<file path="config.mk">
export PLATFORM = sky130hd
export DESIGN_NAME = nand_addr_seq
export DESIGN_NICKNAME = d
export VERILOG_FILES = /design/src/rtl/nas_pkg.sv /design/src/rtl/nas_flog2.sv /design/src/rtl/nas_geom.sv /design/src/rtl/nas_pack.sv /design/src/rtl/nas_emit.sv /design/src/rtl/nand_addr_seq.sv
export SDC_FILE = /design/constraint.sdc
export NUM_CORES = 1
export LEC_CHECK = 0
export BUFFER_PORTS_ARGS = -buffer_cell sky130_fd_sc_hd__buf_4
export CAP_MARGIN = 20
export CORE_ASPECT_RATIO = 0.75
export CORE_MARGIN = 5
export CORE_UTILIZATION = 40
export CTS_CLUSTER_DIAMETER = 100
export DETAILED_ROUTE_END_ITERATION = 8
export GPL_ROUTABILITY_DRIVEN = 0
export PLACE_DENSITY_LB_ADDON = 0.12
export SYNTH_ARGS = -nofsm -noshare
export SYNTH_HDL_FRONTEND = slang
export SYNTH_SLANG_ARGS = --single-unit
</file>
<file path="constraint.sdc">
create_clock -name clk -period 10.07 [get_ports clk]
set_clock_uncertainty 0.15 [all_clocks]
set_input_delay 1.007 -clock clk [delete_from_list [all_inputs] [get_ports clk]]
set_output_delay 1.007 -clock clk [all_outputs]
set_load 0.05 [all_outputs]
</file>
<file path="src/rtl/nas_pkg.sv">
// Package: shared constants and types of the NAND address cycle generator.
// Assumes at most five address bytes, which covers every geometry the rules allow.
package nas_pkg;
    localparam int BYTE_W    = 8;
    localparam int MAX_BYTES = 5;
    localparam int ADDR_W    = BYTE_W * MAX_BYTES;
    localparam int CNT_W     = $clog2(MAX_BYTES + 1);
    typedef logic [CNT_W-1:0]  cnt_t;
    typedef logic [ADDR_W-1:0] addr_t;
endpackage

</file>
<file path="src/rtl/nas_flog2.sv">
// Module: floor base-2 logarithm of an unsigned count.
// Assumes power-of-two inputs; other values round down, and zero yields zero.
module nas_flog2 #(
    parameter int IN_W  = 16,
    parameter int OUT_W = $clog2(IN_W) + 1
) (
    input  logic [IN_W-1:0]  value,
    output logic [OUT_W-1:0] lg
);
    // Index of the highest set bit.
    always_comb begin
        lg = '0;
        for (int i = 0; i < IN_W; i++) begin
            if (value[i]) lg = OUT_W'(i);
        end
    end
endmodule

</file>
<file path="src/rtl/nas_geom.sv">
// Module: derives column, row and total address byte counts from the geometry.
// Assumes log inputs already rounded down; page shift is 8 or 16 bits.
module nas_geom
    import nas_pkg::*;
#(
    parameter int LP_W = 4,
    parameter int LB_W = 5
) (
    input  logic [LP_W-1:0] lg_ppb,
    input  logic [LB_W-1:0] lg_blk,
    input  logic            large_page,
    output cnt_t            col_cnt,
    output cnt_t            row_cnt,
    output cnt_t            total_cnt
);
    localparam int N_W = 8;
    logic [N_W-1:0] n_bits;

    // Total address bit span and the byte count bands it falls in.
    always_comb begin
        n_bits = (large_page ? N_W'(16) : N_W'(8)) + N_W'(lg_ppb) + N_W'(lg_blk);
        col_cnt = large_page ? cnt_t'(2) : cnt_t'(1);
        if (n_bits <= N_W'(24))      total_cnt = cnt_t'(3);
        else if (n_bits <= N_W'(32)) total_cnt = cnt_t'(4);
        else                         total_cnt = cnt_t'(5);
        row_cnt = total_cnt - col_cnt;
    end
endmodule

</file>
<file path="src/rtl/nas_pack.sv">
// Module: packs block and page into the row address and places it above the column bytes.
// Assumes page_num fits below the block field; row-only mode clears the page field.
module nas_pack
    import nas_pkg::*;
#(
    parameter int BLK_W = 16,
    parameter int PG_W  = 8,
    parameter int LP_W  = 4
) (
    input  logic [BLK_W-1:0] blk_num,
    input  logic [PG_W-1:0]  page_num,
    input  logic [LP_W-1:0]  lg_ppb,
    input  logic             row_only,
    input  cnt_t             col_cnt,
    output addr_t            word
);
    addr_t row;

    // Row word, then shift past the zero column bytes in full mode.
    always_comb begin
        row = (addr_t'(blk_num) << lg_ppb) | (row_only ? '0 : addr_t'(page_num));
        word = row_only ? row : (row << (BYTE_W * int'(col_cnt)));
    end
endmodule

</file>
<file path="src/rtl/nas_emit.sv">
// Module: captures a packed address word and streams it out a byte per handshake.
// Assumes load is only asserted while idle; count is 1..MAX_BYTES.
module nas_emit
    import nas_pkg::*;
(
    input  logic              clk,
    input  logic              rst_n,
    input  logic              load,
    input  addr_t             word_in,
    input  cnt_t              cnt_in,
    output logic              busy,
    input  logic              out_ready,
    output logic [BYTE_W-1:0] out_byte,
    output logic              out_last
);
    addr_t shreg;
    cnt_t  left;

    // Load on request, shift down one byte per accepted handshake.
    always_ff @(posedge clk) begin
        if (!rst_n) begin
            shreg <= '0;
            left  <= '0;
            busy  <= 1'b0;
        end else if (load) begin
            shreg <= word_in;
            left  <= cnt_in;
            busy  <= 1'b1;
        end else if (busy && out_ready) begin
            shreg <= shreg >> BYTE_W;
            left  <= left - cnt_t'(1);
            if (left == cnt_t'(1)) busy <= 1'b0;
        end
    end

    // Output taps.
    always_comb begin
        out_byte = shreg[BYTE_W-1:0];
        out_last = busy && (left == cnt_t'(1));
    end
endmodule

</file>
<file path="src/rtl/nand_addr_seq.sv">
// Module: NAND address cycle generator top.
// Turns block/page plus geometry into LSB-first address bytes on a valid/ready port.
// Assumes geometry is a power of two; inputs are sampled only when start is accepted.
module nand_addr_seq
    import nas_pkg::*;
#(
    parameter int BLK_W  = 16,
    parameter int PG_W   = 8,
    parameter int PPB_W  = 9,
    parameter int NBLK_W = 17
) (
    input  logic              clk,
    input  logic              rst_n,
    input  logic              start,
    input  logic [BLK_W-1:0]  blk_num,
    input  logic [PG_W-1:0]   page_num,
    input  logic [PPB_W-1:0]  pages_per_blk,
    input  logic [NBLK_W-1:0] blk_count,
    input  logic              large_page,
    input  logic              row_only,
    output logic              busy,
    output logic              out_valid,
    input  logic              out_ready,
    output logic [7:0]        out_byte,
    output logic              out_last
);
    localparam int LP_W = $clog2(PPB_W) + 1;
    localparam int LB_W = $clog2(NBLK_W) + 1;

    logic [LP_W-1:0] lg_ppb;
    logic [LB_W-1:0] lg_blk;
    cnt_t            col_cnt, row_cnt, total_cnt, seq_cnt;
    addr_t           word;
    logic            accept;

    nas_flog2 #(.IN_W(PPB_W),  .OUT_W(LP_W)) u_lg_ppb (.value(pages_per_blk), .lg(lg_ppb));
    nas_flog2 #(.IN_W(NBLK_W), .OUT_W(LB_W)) u_lg_blk (.value(blk_count),     .lg(lg_blk));

    nas_geom #(.LP_W(LP_W), .LB_W(LB_W)) u_geom (
        .lg_ppb(lg_ppb), .lg_blk(lg_blk), .large_page(large_page),
        .col_cnt(col_cnt), .row_cnt(row_cnt), .total_cnt(total_cnt)
    );

    nas_pack #(.BLK_W(BLK_W), .PG_W(PG_W), .LP_W(LP_W)) u_pack (
        .blk_num(blk_num), .page_num(page_num), .lg_ppb(lg_ppb),
        .row_only(row_only), .col_cnt(col_cnt), .word(word)
    );

    // Request acceptance and byte count for the selected mode.
    always_comb begin
        accept  = start && !busy;
        seq_cnt = row_only ? row_cnt : total_cnt;
    end

    nas_emit u_emit (
        .clk(clk), .rst_n(rst_n), .load(accept), .word_in(word), .cnt_in(seq_cnt),
        .busy(busy), .out_ready(out_ready), .out_byte(out_byte), .out_last(out_last)
    );

    // Valid follows the in-progress state.
    assign out_valid = busy;
endmodule

</file>
==> results.rst, run 1 <==
.. list-table::
   :header-rows: 1

   * - Metric
     - Value
   * - Result of the run
     - complete, no violations
   * - Avg Cell Area, Syn
     - 7.56 um2
   * - Critical path fanouts, max
     - 19
   * - Seq/Total Area, Yosys
     - 20.9%
   * - Total via count in the routed design
     - 4697
   * - Reg-to-reg setup timing slack
     - 7.77 ns
   * - Total negative setup slack
     - 0 ns
   * - Max_cap viols
     - 0
   * - Setup repair after global routing missed its margin
     - no
   * - Class of the most critical hold timing path
     - register to register
   * - Asr flop ratio synth
     - 0%
   * - Layout filler cell count
     - 1073
   * - Core Footprint
     - 10300 um2
   * - Row count
     - 32
   * - Largest family of logic cells by synthesized area
     - compound AO/OA/AOI/OAI gates
   * - Simple-gate share of the synthesized area
     - 18.4%
   * - Number of flops mapped to enable cells by yosys
     - 0
   * - Count of final setup violators
     - 0
   * - CP Data Required Time
     - 10.10 ns
   * - Number of vias per cell after detailed routing
     - 6.48
   * - Residual antenna-violating net count after detailed routing
     - 0
   * - Compound-Gate Fraction of Synth Area
     - 36.7%
   * - Share of synthesized cell area in full adder, half adder and majority cells
     - 4.69%
   * - Data arrival time of the critical path
     - 5.69 ns
   * - Pwr per Cell Area
     - 117 nW/um2
   * - Number of detailed-route iterations in the first pass
     - 5
   * - # IOs
     - 67
   * - Post-synthesis share of cell area spent on xor and xnor gates
     - 1.04%
   * - Total non-filler cell area in the finished layout
     - 4820 um2
   * - Library cell used as clock root buffer
     - sky130_fd_sc_hd__clkbuf_16
   * - Total wire length
     - 15200 um
   * - Flops & latches, synth
     - 44
   * - Starting density of the core
     - 40.9%
   * - Highest-count cells in the layout ignoring fill and taps
     - sky130_fd_sc_hd__buf_4 (74), sky130_fd_sc_hd__nand2_1 (62), sky130_fd_sc_hd__o21ai_0 (47), sky130_fd_sc_hd__a21oi_1 (44), sky130_fd_sc_hd__dfxtp_1 (44)
   * - Shortest clock period the worst path allows after layout
     - 5.66 ns
   * - WL/cell
     - 20.9 um
   * - Static Leakage
     - 1.90 nW
   * - HPWL after detailed placement
     - 11100 um
   * - Cell taking the most area after synthesis
     - sky130_fd_sc_hd__dfxtp_1
   * - Cell area after technology mapping
     - 4210 um2
   * - Vias in the first global route
     - 4520
   * - Placed cell area
     - 4680 um2
   * - Final period utilization
     - 56.2%
   * - Number of buffers inserted by post-CTS setup repair
     - 0
   * - Area share of the leading cell type in the synthesized netlist
     - 20.9%
   * - Highest achievable clock rate
     - 0.177 GHz
   * - Number of H-tree branching levels
     - 2
   * - Startpoint type of the worst setup path
     - input port
   * - Relative slew slack
     - 46.6%
   * - Number of distinct standard cells referenced by the synthesized netlist
     - 84
   * - Synth-to-Final Area Change
     - 14.3%
   * - Top cells by area in the synthesized netlist
     - sky130_fd_sc_hd__dfxtp_1 (21%), sky130_fd_sc_hd__mux2i_1 (6.4%), sky130_fd_sc_hd__o21ai_0 (5.6%)
   * - Violation count after the first detailed-route iteration
     - 473
   * - Post-layout instance count excluding filler cells
     - 725
   * - Area used by multi-input combinational logic
     - 2990 um2
   * - Die span in x
     - 129 um
   * - Fraction of final layout cells sized beyond drive strength 1
     - 19.2%
   * - Count of clock tree sinks
     - 44
   * - Total global routing track utilization
     - 23.7%
   * - Instance count of the mapped netlist
     - 557
   * - Type of destination of the critical path
     - register
   * - Sequential Area
     - 881 um2
   * - Antenna violations before repair
     - 0
   * - Finished Core Util
     - 46.8%
   * - IR drop worst, VDD
     - 0.0764 mV
   * - Net count, final
     - 659
   * - Wire length of the first global-routing pass
     - 24300 um
   * - Final max-slew violation count
     - 0
   * - Die outline height
     - 98.9 um
   * - Hold buffer count at cts
     - 0
   * - Register clock-pin slew on the reported worst setup and hold paths
     - 0.06 ns
   * - Worst-Skew Late Latency
     - 0.29 ns
   * - Antenna diode count
     - 0
   * - Port Buffers
     - 64
   * - Deepest clock path buffer count
     - 2
   * - Largest net degree at the start of global routing
     - 41
   * - Count of final hold-check violations
     - 0
   * - Number of design rule violations left after detail routing
     - 0
   * - Transition time at the pin with the least slew margin
     - 0.800 ns
   * - Commonest non-fill, non-tap cell in the layout
     - sky130_fd_sc_hd__buf_4
   * - Grt total ovfl
     - 0
   * - Die ar.
     - 12700 um2
   * - Total clock buffers created by CTS
     - 5
   * - Cts repair resizes
     - 0
   * - Type of the setup path with the least slack
     - input port to register
   * - TritonCTS clock tree
     - done
   * - Fraction of synthesized area in multiplexers
     - 9.89%
   * - Top_reg_cell synth
     - sky130_fd_sc_hd__dfxtp_1
   * - YS warnings
     - 0
   * - Net count of the mapped netlist
     - 627
   * - Total placed cells including tap cells
     - 717
## worst paths after layout
path                            depth (start not counted)                             to                           from
worst min register to register                          2  u_emit.shreg[32]$_SDFFE_PN0P_  u_emit.shreg[32]$_SDFFE_PN0P_
worst max-delay path                                   18    u_emit.left[2]$_SDFFE_PN0P_               pages_per_blk[4]
worst min-delay path                                    2  u_emit.shreg[32]$_SDFFE_PN0P_  u_emit.shreg[32]$_SDFFE_PN0P_
worst max register to register                          6  u_emit.shreg[19]$_SDFFE_PN0P_       u_emit.busy$_SDFFE_PN0P_
## registers in the layout, summed over array words and instances, names as in the netlist
| signal | flops |
|---|---|
| u_emit.busy | 1 |
| u_emit.shreg | 40 |
| u_emit.left | 3 |
## final cells by class
cell class                 instances  share of cell area [%]
clock buffer                       6                    2.68
sequential                        44                    18.3
multi-input combinational        441                    62.0
timing repair buffer              74                    11.5
inverter                          23                    1.84
tap                              136                    3.53
clock inverter                     1                   0.104
## through the flow
stage	setup WS, ns	hold WS, ns	power, mW
5_1_grt	4.15	0.361	0.596
3_3_place_gp	4.15	0.293	0.401
6_report	4.41	0.303	0.564
3_5_place_dp	4.13	0.299	0.404
2_1_floorplan	4.92	0.283	0.341
4_1_cts	4.45	0.308	0.563
## layer usage
layer	GRT usage [%]	wire (um)	vias to the layer above
met1	35.0	6700	2247
li1	-	-	2162
met5	0	0	-
met3	4.71	1600	24
met4	6.78	250	0
met2	34.8	6600	264
## cell usage after synthesis, types with 4 or more instances
library cell	n
sky130_fd_sc_hd__a311oi_1	4
sky130_fd_sc_hd__o221ai_1	5
sky130_fd_sc_hd__clkbuf_1	23
sky130_fd_sc_hd__nand2b_1	7
sky130_fd_sc_hd__xnor2_1	4
sky130_fd_sc_hd__and3_1	4
sky130_fd_sc_hd__dfxtp_1	44
sky130_fd_sc_hd__ha_1	11
sky130_fd_sc_hd__o22ai_1	11
sky130_fd_sc_hd__mux2i_1	27
sky130_fd_sc_hd__nand2_1	62
sky130_fd_sc_hd__a31oi_1	9
sky130_fd_sc_hd__nor3_1	17
sky130_fd_sc_hd__a221oi_1	4
sky130_fd_sc_hd__and2_1	4
sky130_fd_sc_hd__nor2_1	40
sky130_fd_sc_hd__a21oi_1	44
sky130_fd_sc_hd__buf_4	9
sky130_fd_sc_hd__buf_6	4
sky130_fd_sc_hd__inv_1	20
sky130_fd_sc_hd__buf_2	11
sky130_fd_sc_hd__a22oi_1	6
sky130_fd_sc_hd__mux2_2	9
sky130_fd_sc_hd__a211oi_1	9
sky130_fd_sc_hd__nor2b_1	4
sky130_fd_sc_hd__nand3_1	10
sky130_fd_sc_hd__o21ai_0	47
sky130_fd_sc_hd__a21o_1	6
sky130_fd_sc_hd__o31ai_1	5
sky130_fd_sc_hd__o211ai_1	8
## power breakdown
group,switching [mW],leakage [nW],internal (mW)
registers,0.00745,0.361,0.188
clock network,0.0684,0.0667,0.0903
logic,0.129,1.47,0.0810
total,0.205,1.90,0.359
## cell families after synthesis
family / Yosys count
xor+xnor: 5
mux: 38
fa+ha+maj: 14
flops: 44
simple gates: 167
buf+inv: 72
compound gates: 217
## critical path: stages
cell                       delay (ns)
sky130_fd_sc_hd__buf_4           0.15
sky130_fd_sc_hd__o31ai_4         0.62
sky130_fd_sc_hd__nand2_1         0.35
sky130_fd_sc_hd__inv_2           0.42
sky130_fd_sc_hd__ha_1            0.32
sky130_fd_sc_hd__ha_1            0.23
sky130_fd_sc_hd__fa_1            0.42
sky130_fd_sc_hd__or3_1           0.39
sky130_fd_sc_hd__or2_2           0.33
sky130_fd_sc_hd__o32a_1          0.29
sky130_fd_sc_hd__nor2_1          0.09
sky130_fd_sc_hd__o21ba_2         0.15
sky130_fd_sc_hd__ha_1            0.13
sky130_fd_sc_hd__inv_1           0.04
sky130_fd_sc_hd__fa_1            0.34
sky130_fd_sc_hd__nand2b_1        0.16
sky130_fd_sc_hd__xnor2_1         0.16
sky130_fd_sc_hd__a21oi_1         0.08
No activity file was read; power rests on OpenSTA's default activity.
==> run 2, diff against run 1 <==
Clock period 10.07 ns to 4.9 ns, I/O delays scaled along.
==> run 2 against run 1 <==
Compared with the run above: worst hold slack is essentially flat; via count shrank 0.64%; critical path depth grew 4; combinational power grew 110%; register-to-register slack lost 5.2 ns; die area is the same; count of clock-buffer cells in the layout grew 1; critical path type unchanged; largest cell class unchanged.
==> results.rst, run 2 (synthesis gave the netlist of run 1 again) <==
.. list-table::
   :header-rows: 1

   * - Metric
     - Value
   * - Reg-to-reg setup timing slack
     - 2.60 ns
   * - IR drop worst, VDD
     - 0.141 mV
   * - Core Footprint
     - 10300 um2
   * - Number of H-tree branching levels
     - 2
   * - Transition time at the pin with the least slew margin
     - 0.766 ns
   * - Max FFs per register
     - 40
   * - Antenna violations before repair
     - 0
   * - Top register by number of flip-flops
     - u_emit.shreg
   * - HPWL after detailed placement
     - 11300 um
   * - Cts repair resizes
     - 0
   * - Synth-to-Final Area Change
     - 17.1%
   * - Register clock-pin slew on the reported worst setup and hold paths
     - 0.06 ns
   * - Highest achievable clock rate
     - 0.227 GHz
   * - Count of clock tree sinks
     - 44
   * - Residual antenna-violating net count after detailed routing
     - 0
   * - Max_cap viols
     - 0
   * - Antenna diode count
     - 0
   * - Starting density of the core
     - 40.9%
   * - Deepest clock path buffer count
     - 2
   * - Total clock buffers created by CTS
     - 5
   * - Cell family contributing the most delay on the critical path
     - compound AO/OA/AOI/OAI gates
   * - CP Cell Sequence
     - buf_4 > inv_1 > a21oi_1 > o21bai_1 > a21oi_1 > o21bai_1 > a21oi_1 > o41ai_1 > ha_1 > ha_1 > fa_1 > or3_1 > or2_2 > o32a_1 > nor2_1 > o21ba_2 > ha_1 > inv_1 > fa_1 > nand2b_1 > xnor2_1 > a21oi_1
   * - Count of final hold-check violations
     - 0
   * - Total wire length
     - 15200 um
   * - Startpoint type of the worst setup path
     - input port
   * - CP Data Required Time
     - 4.92 ns
   * - Final period utilization
     - 89.7%
   * - Die span in x
     - 129 um
   * - Layout filler cell count
     - 1043
   * - Port Buffers
     - 64
   * - Die ar.
     - 12700 um2
   * - Vias in the first global route
     - 4369
   * - Count of final setup violators
     - 0
   * - Largest net degree at the start of global routing
     - 39
   * - Final max-slew violation count
     - 0
   * - Type of the setup path with the least slack
     - input port to register
   * - Number of detailed-route iterations in the first pass
     - 6
   * - Highest-count cells in the layout ignoring fill and taps
     - sky130_fd_sc_hd__buf_4 (83), sky130_fd_sc_hd__nand2_1 (62), sky130_fd_sc_hd__o21ai_0 (47), sky130_fd_sc_hd__a21oi_1 (44), sky130_fd_sc_hd__dfxtp_1 (44)
   * - Commonest non-fill, non-tap cell in the layout
     - sky130_fd_sc_hd__buf_4
   * - Fraction of final layout cells sized beyond drive strength 1
     - 20.7%
   * - Wire length of the first global-routing pass
     - 23900 um
   * - Worst path most repeated cell
     - sky130_fd_sc_hd__a21oi_1
   * - Setup repair after global routing missed its margin
     - no
   * - Library cell used as clock root buffer
     - sky130_fd_sc_hd__clkbuf_16
   * - Data arrival time of the critical path
     - 4.42 ns
   * - Pwr per Cell Area
     - 255 nW/um2
   * - Number of vias per cell after detailed routing
     - 6.35
   * - # IOs
     - 67
   * - Grt total ovfl
     - 0
   * - Critical R2R Capture
     - u_emit.shreg[20]$_SDFFE_PN0P_
   * - Worst R2R Start
     - u_emit.busy$_SDFFE_PN0P_
   * - Cells on worst reg2reg path
     - 8
   * - Worst hold path endpoint
     - u_emit.shreg[32]$_SDFFE_PN0P_
   * - Result of the run
     - complete, no violations
   * - Hold WS
     - 0.303 ns
   * - Hold Path Depth
     - 2
   * - Hold buffer count at cts
     - 0
   * - Delay contributed by the slowest stage of the critical path
     - 0.41 ns
   * - Net count, final
     - 668
   * - Type of destination of the critical path
     - register
   * - Number of design rule violations left after detail routing
     - 0
   * - Cell with the largest stage delay on the worst path
     - sky130_fd_sc_hd__fa_1
   * - Hold path startpoint
     - u_emit.shreg[32]$_SDFFE_PN0P_
   * - Class of the most critical hold timing path
     - register to register
   * - WL/cell
     - 20.7 um
   * - Total negative setup slack
     - 0 ns
   * - Die outline height
     - 98.9 um
   * - Number of buffers inserted by post-CTS setup repair
     - 0
   * - Relative slew slack
     - 48.9%
   * - Top Registers
     - u_emit.shreg (40), u_emit.left (3), u_emit.busy (1)
   * - Static Leakage
     - 1.97 nW
   * - Worst-Skew Late Latency
     - 0.29 ns
   * - TritonCTS clock tree
     - done
   * - Number of buffer and inverter instances along the worst setup path
     - 3
   * - Row count
     - 32
   * - Critical path fanouts, max
     - 2
   * - Total global routing track utilization
     - 23.4%
   * - Violation count after the first detailed-route iteration
     - 482
   * - Total via count in the routed design
     - 4667
   * - Finished Core Util
     - 47.9%
   * - Shortest clock period the worst path allows after layout
     - 4.40 ns
run 2: cell count changes in the layout (fill, tap and decap cells not counted):
cell / change
sky130_fd_sc_hd__buf_4: +9
sky130_fd_sc_hd__bufinv_16: +1
sky130_fd_sc_hd__clkbuf_1: -1
sky130_fd_sc_hd__clkbuf_8: +2
sky130_fd_sc_hd__clkinv_2: -1
run 2: final cells by class:
| cell class | instances | area, um2 | area share (%) |
|---|---|---|---|
| Multi-Input combinational cell | 441 | 2990 | 60.6 |
| Clock buffer | 7 | 153 | 3.09 |
| Sequential cell | 44 | 881 | 17.9 |
| Clock inverter | 1 | 30.0 | 0.609 |
| Inverter | 23 | 88.8 | 1.80 |
| Tap cell | 136 | 170 | 3.45 |
| Timing Repair Buffer | 83 | 623 | 12.6 |
run 2: metrics by stage:
stage / cells / power, mW / setup slack [ns] / area (um2)
detailed placement: 727 / 0.842 / 0.162 / 4750
global route: 735 / 1.32 / 0.307 / 4930
CTS: 735 / 1.26 / 0.499 / 4930
floorplan: 557 / 0.700 / 0.268 / 4210
global placement: 726 / 0.834 / 0.297 / 4740
finish: 735 / 1.26 / 0.503 / 4930
run 2: per-layer routing:
layer	track usage [%]	wire length (um)	vias to the layer above
met1	33.9	6720	2207
met3	5.04	1580	24
li1	-	-	2185
met5	0	0	-
met4	5.57	279	0
met2	35.4	6610	251
run 2: power breakdown:
| group | internal (mW) | total, mW | switching, mW | leakage [nW] |
|---|---|---|---|---|
| sequential | 0.386 | 0.400 | 0.0148 | 0.361 |
| combinational | 0.174 | 0.442 | 0.268 | 1.52 |
| clock | 0.269 | 0.416 | 0.147 | 0.0901 |
run 2: how the worst max path moves through the flow:
| stage | start | to | slack [ns] | cells after the start |
|---|---|---|---|---|
| finish | blk_count[2] | u_emit.left[2]$_SDFFE_PN0P_ | 0.50 | 22 |
| global placement | blk_count[2] | u_emit.left[2]$_SDFFE_PN0P_ | 0.30 | 21 |
| detailed placement | blk_count[2] | u_emit.left[2]$_SDFFE_PN0P_ | 0.16 | 22 |
| CTS | blk_count[2] | u_emit.left[2]$_SDFFE_PN0P_ | 0.50 | 22 |
| floorplan | pages_per_blk[5] | u_emit.left[2]$_SDFFE_PN0P_ | 0.27 | 19 |
| global route | blk_count[2] | u_emit.left[2]$_SDFFE_PN0P_ | 0.31 | 22 |
run 2: worst register-to-register path: stages (launching register included):
cell,delay [ns]
sky130_fd_sc_hd__dfxtp_1,0.43
sky130_fd_sc_hd__nand2b_1,0.14
sky130_fd_sc_hd__buf_4,0.29
sky130_fd_sc_hd__nand2_1,0.43
sky130_fd_sc_hd__nor2_1,0.20
sky130_fd_sc_hd__nor2_1,0.07
sky130_fd_sc_hd__nand2_1,0.19
sky130_fd_sc_hd__nor2_1,0.06
sky130_fd_sc_hd__a211o_1,0.23
==> run 3, diff against run 2 <==
Settings changed: CORE_ASPECT_RATIO 0.75 to 0.6.
==> run 3 against run 2 <==
Compared with the run above: first-iteration DRC count increased by 28%; sequential share of layout area increased by 0.15 points; die area increased by 0.37%; maximum frequency up 0.15%; sequential power hardly changed; critical endpoint unchanged.
==> results.rst, run 3 (synthesis gave the netlist of run 1 again) <==
.. list-table::
   :header-rows: 1

   * - Metric
     - Value
   * - Result of the run
     - complete, no violations
   * - CP Cell Sequence
     - buf_4 > inv_1 > a21oi_1 > o21bai_1 > a21oi_1 > o21bai_1 > a21oi_1 > o41ai_1 > ha_1 > ha_1 > fa_1 > or3_1 > or2_2 > o32a_1 > nor2_1 > o21ba_2 > ha_1 > inv_1 > fa_1 > nand2b_1 > xnor2_1 > a21oi_1
   * - Commonest non-fill, non-tap cell in the layout
     - sky130_fd_sc_hd__buf_4
   * - Total negative setup slack
     - 0 ns
   * - Count of final hold-check violations
     - 0
   * - Number of buffer and inverter instances along the worst setup path
     - 3
   * - Hold buffer count at cts
     - 0
   * - Finished Core Util
     - 47.0%
   * - Critical R2R Capture
     - u_emit.shreg[18]$_SDFFE_PN0P_
   * - HPWL after detailed placement
     - 11600 um
   * - Cell family contributing the most delay on the critical path
     - compound AO/OA/AOI/OAI gates
   * - Deepest clock path buffer count
     - 2
   * - WL/cell
     - 21.2 um
   * - Total clock buffers created by CTS
     - 5
   * - Antenna diode count
     - 0
   * - Final Worst Setup Slack
     - 0.510 ns
   * - Critical path fanouts, max
     - 2
   * - Start point of the critical path
     - blk_count[2]
   * - Pwr per Cell Area
     - 245 nW/um2
   * - Top Registers
     - u_emit.shreg (40), u_emit.left (3), u_emit.busy (1)
   * - Count of clock tree sinks
     - 44
   * - Die ar.
     - 12800 um2
   * - Setup repair after global routing missed its margin
     - no
   * - Highest achievable clock rate
     - 0.228 GHz
   * - TritonCTS clock tree
     - done
   * - Library cell used as clock root buffer
     - sky130_fd_sc_hd__clkbuf_16
   * - Data arrival time of the critical path
     - 4.41 ns
   * - Post-layout instance count excluding filler cells
     - 735
   * - Cts repair resizes
     - 0
   * - Top register by number of flip-flops
     - u_emit.shreg
   * - Vias in the first global route
     - 4453
   * - Hold path startpoint
     - u_emit.shreg[32]$_SDFFE_PN0P_
   * - Final period utilization
     - 89.6%
   * - Core Footprint
     - 10400 um2
   * - Number of buffers inserted by post-CTS setup repair
     - 0
   * - Net count, final
     - 666
   * - Number of H-tree branching levels
     - 2
   * - Worst path most repeated cell
     - sky130_fd_sc_hd__a21oi_1
   * - Residual antenna-violating net count after detailed routing
     - 0
   * - Hold Path Depth
     - 2
   * - Worst hold path endpoint
     - u_emit.shreg[32]$_SDFFE_PN0P_
   * - Count of final setup violators
     - 0
   * - # IOs
     - 67
   * - Starting density of the core
     - 40.5%
   * - Startpoint type of the worst setup path
     - input port
   * - Fraction of final layout cells sized beyond drive strength 1
     - 20.3%
   * - Largest net degree at the start of global routing
     - 39
   * - Cells on worst reg2reg path
     - 6
   * - Die span in x
     - 142 um
   * - Total placed cells including tap cells
     - 727
   * - Port Buffers
     - 64
   * - Overall power of the completed layout
     - 1.20 mW
   * - Shortest clock period the worst path allows after layout
     - 4.39 ns
   * - Die outline height
     - 89.5 um
   * - Total via count in the routed design
     - 4772
   * - Total wire length
     - 15600 um
   * - Synth-to-Final Area Change
     - 16.1%
   * - Total non-filler cell area in the finished layout
     - 4890 um2
   * - Register clock-pin slew on the reported worst setup and hold paths
     - 0.06 ns
   * - Max_cap viols
     - 0
   * - Worst R2R Start
     - u_emit.busy$_SDFFE_PN0P_
   * - Number of detailed-route iterations in the first pass
     - 5
   * - Type of destination of the critical path
     - register
   * - Class of the most critical hold timing path
     - register to register
   * - Cell with the largest stage delay on the worst path
     - sky130_fd_sc_hd__fa_1
   * - Number of design rule violations left after detail routing
     - 0
   * - Reg-to-reg setup timing slack
     - 2.17 ns
   * - Wire length of the first global-routing pass
     - 24600 um
   * - Violation count after the first detailed-route iteration
     - 617
   * - Relative slew slack
     - 36.0%
   * - Total global routing track utilization
     - 24.5%
   * - Final max-slew violation count
     - 0
   * - Hold WS
     - 0.301 ns
   * - Transition time at the pin with the least slew margin
     - 0.953 ns
   * - CP Data Required Time
     - 4.92 ns
   * - IR drop worst, VDD
     - 0.160 mV
   * - Row count
     - 29
   * - Worst-Skew Late Latency
     - 0.29 ns
   * - Type of the setup path with the least slack
     - input port to register
   * - Antenna violations before repair
     - 0
   * - Grt total ovfl
     - 0
   * - Max FFs per register
     - 40
   * - Highest-count cells in the layout ignoring fill and taps
     - sky130_fd_sc_hd__buf_4 (81), sky130_fd_sc_hd__nand2_1 (62), sky130_fd_sc_hd__o21ai_0 (47), sky130_fd_sc_hd__a21oi_1 (44), sky130_fd_sc_hd__dfxtp_1 (44)
   * - Placement Setup Slack
     - 0.202 ns
   * - Static Leakage
     - 1.94 nW
   * - Placed cell area
     - 4730 um2
   * - Number of vias per cell after detailed routing
     - 6.49
   * - Delay contributed by the slowest stage of the critical path
     - 0.41 ns
run 3: changes by cell type in the layout (fill, tap and decap cells not counted), sizes merged:
cell    change
buf         -2
bufinv      -1
run 3: layout make-up:
cell class                 count  area, um2
multi-input combinational    441       2990
timing repair buffer          81        608
tap                          139        174
fill                        1046       5520
inverter                      23       88.8
sequential                    44        881
clock buffer                   7        153
run 3: worst max path at each step:
stage,cells after the start,endpoint,slack (ns)
floorplan,19,u_emit.left[2]$_SDFFE_PN0P_,0.27
global placement,21,u_emit.left[2]$_SDFFE_PN0P_,0.31
detailed placement,22,u_emit.left[2]$_SDFFE_PN0P_,0.20
CTS,22,u_emit.left[2]$_SDFFE_PN0P_,0.48
global route,21,u_emit.left[2]$_SDFFE_PN0P_,0.24
finish,22,u_emit.left[2]$_SDFFE_PN0P_,0.51
run 3: worst register-to-register path, cell delays in order, from the launching register on:
cell and delay, ns:
sky130_fd_sc_hd__dfxtp_1 0.36, sky130_fd_sc_hd__nor2b_1 0.63, sky130_fd_sc_hd__nand2_1 0.50, sky130_fd_sc_hd__nor2_1 0.61
sky130_fd_sc_hd__nand2_1 0.10, sky130_fd_sc_hd__a21oi_1 0.19, sky130_fd_sc_hd__a2111oi_2 0.07
run 3: layer usage:
layer,wire length [um],track usage (%),up-vias
met1,7010,35.7,2271
met3,2020,7.43,22
li1,-,-,2172
met2,6310,35.3,307
met4,235,5.44,0
met5,0,0,-
run 3: power breakdown:
part / switching, mW / leakage [nW] / internal [mW] / total (mW)
registers: 0.0159 / 0.361 / 0.386 / 0.402
clock network: 0.135 / 0.0760 / 0.214 / 0.349
logic: 0.274 / 1.51 / 0.174 / 0.448
total: 0.425 / 1.94 / 0.774 / 1.20
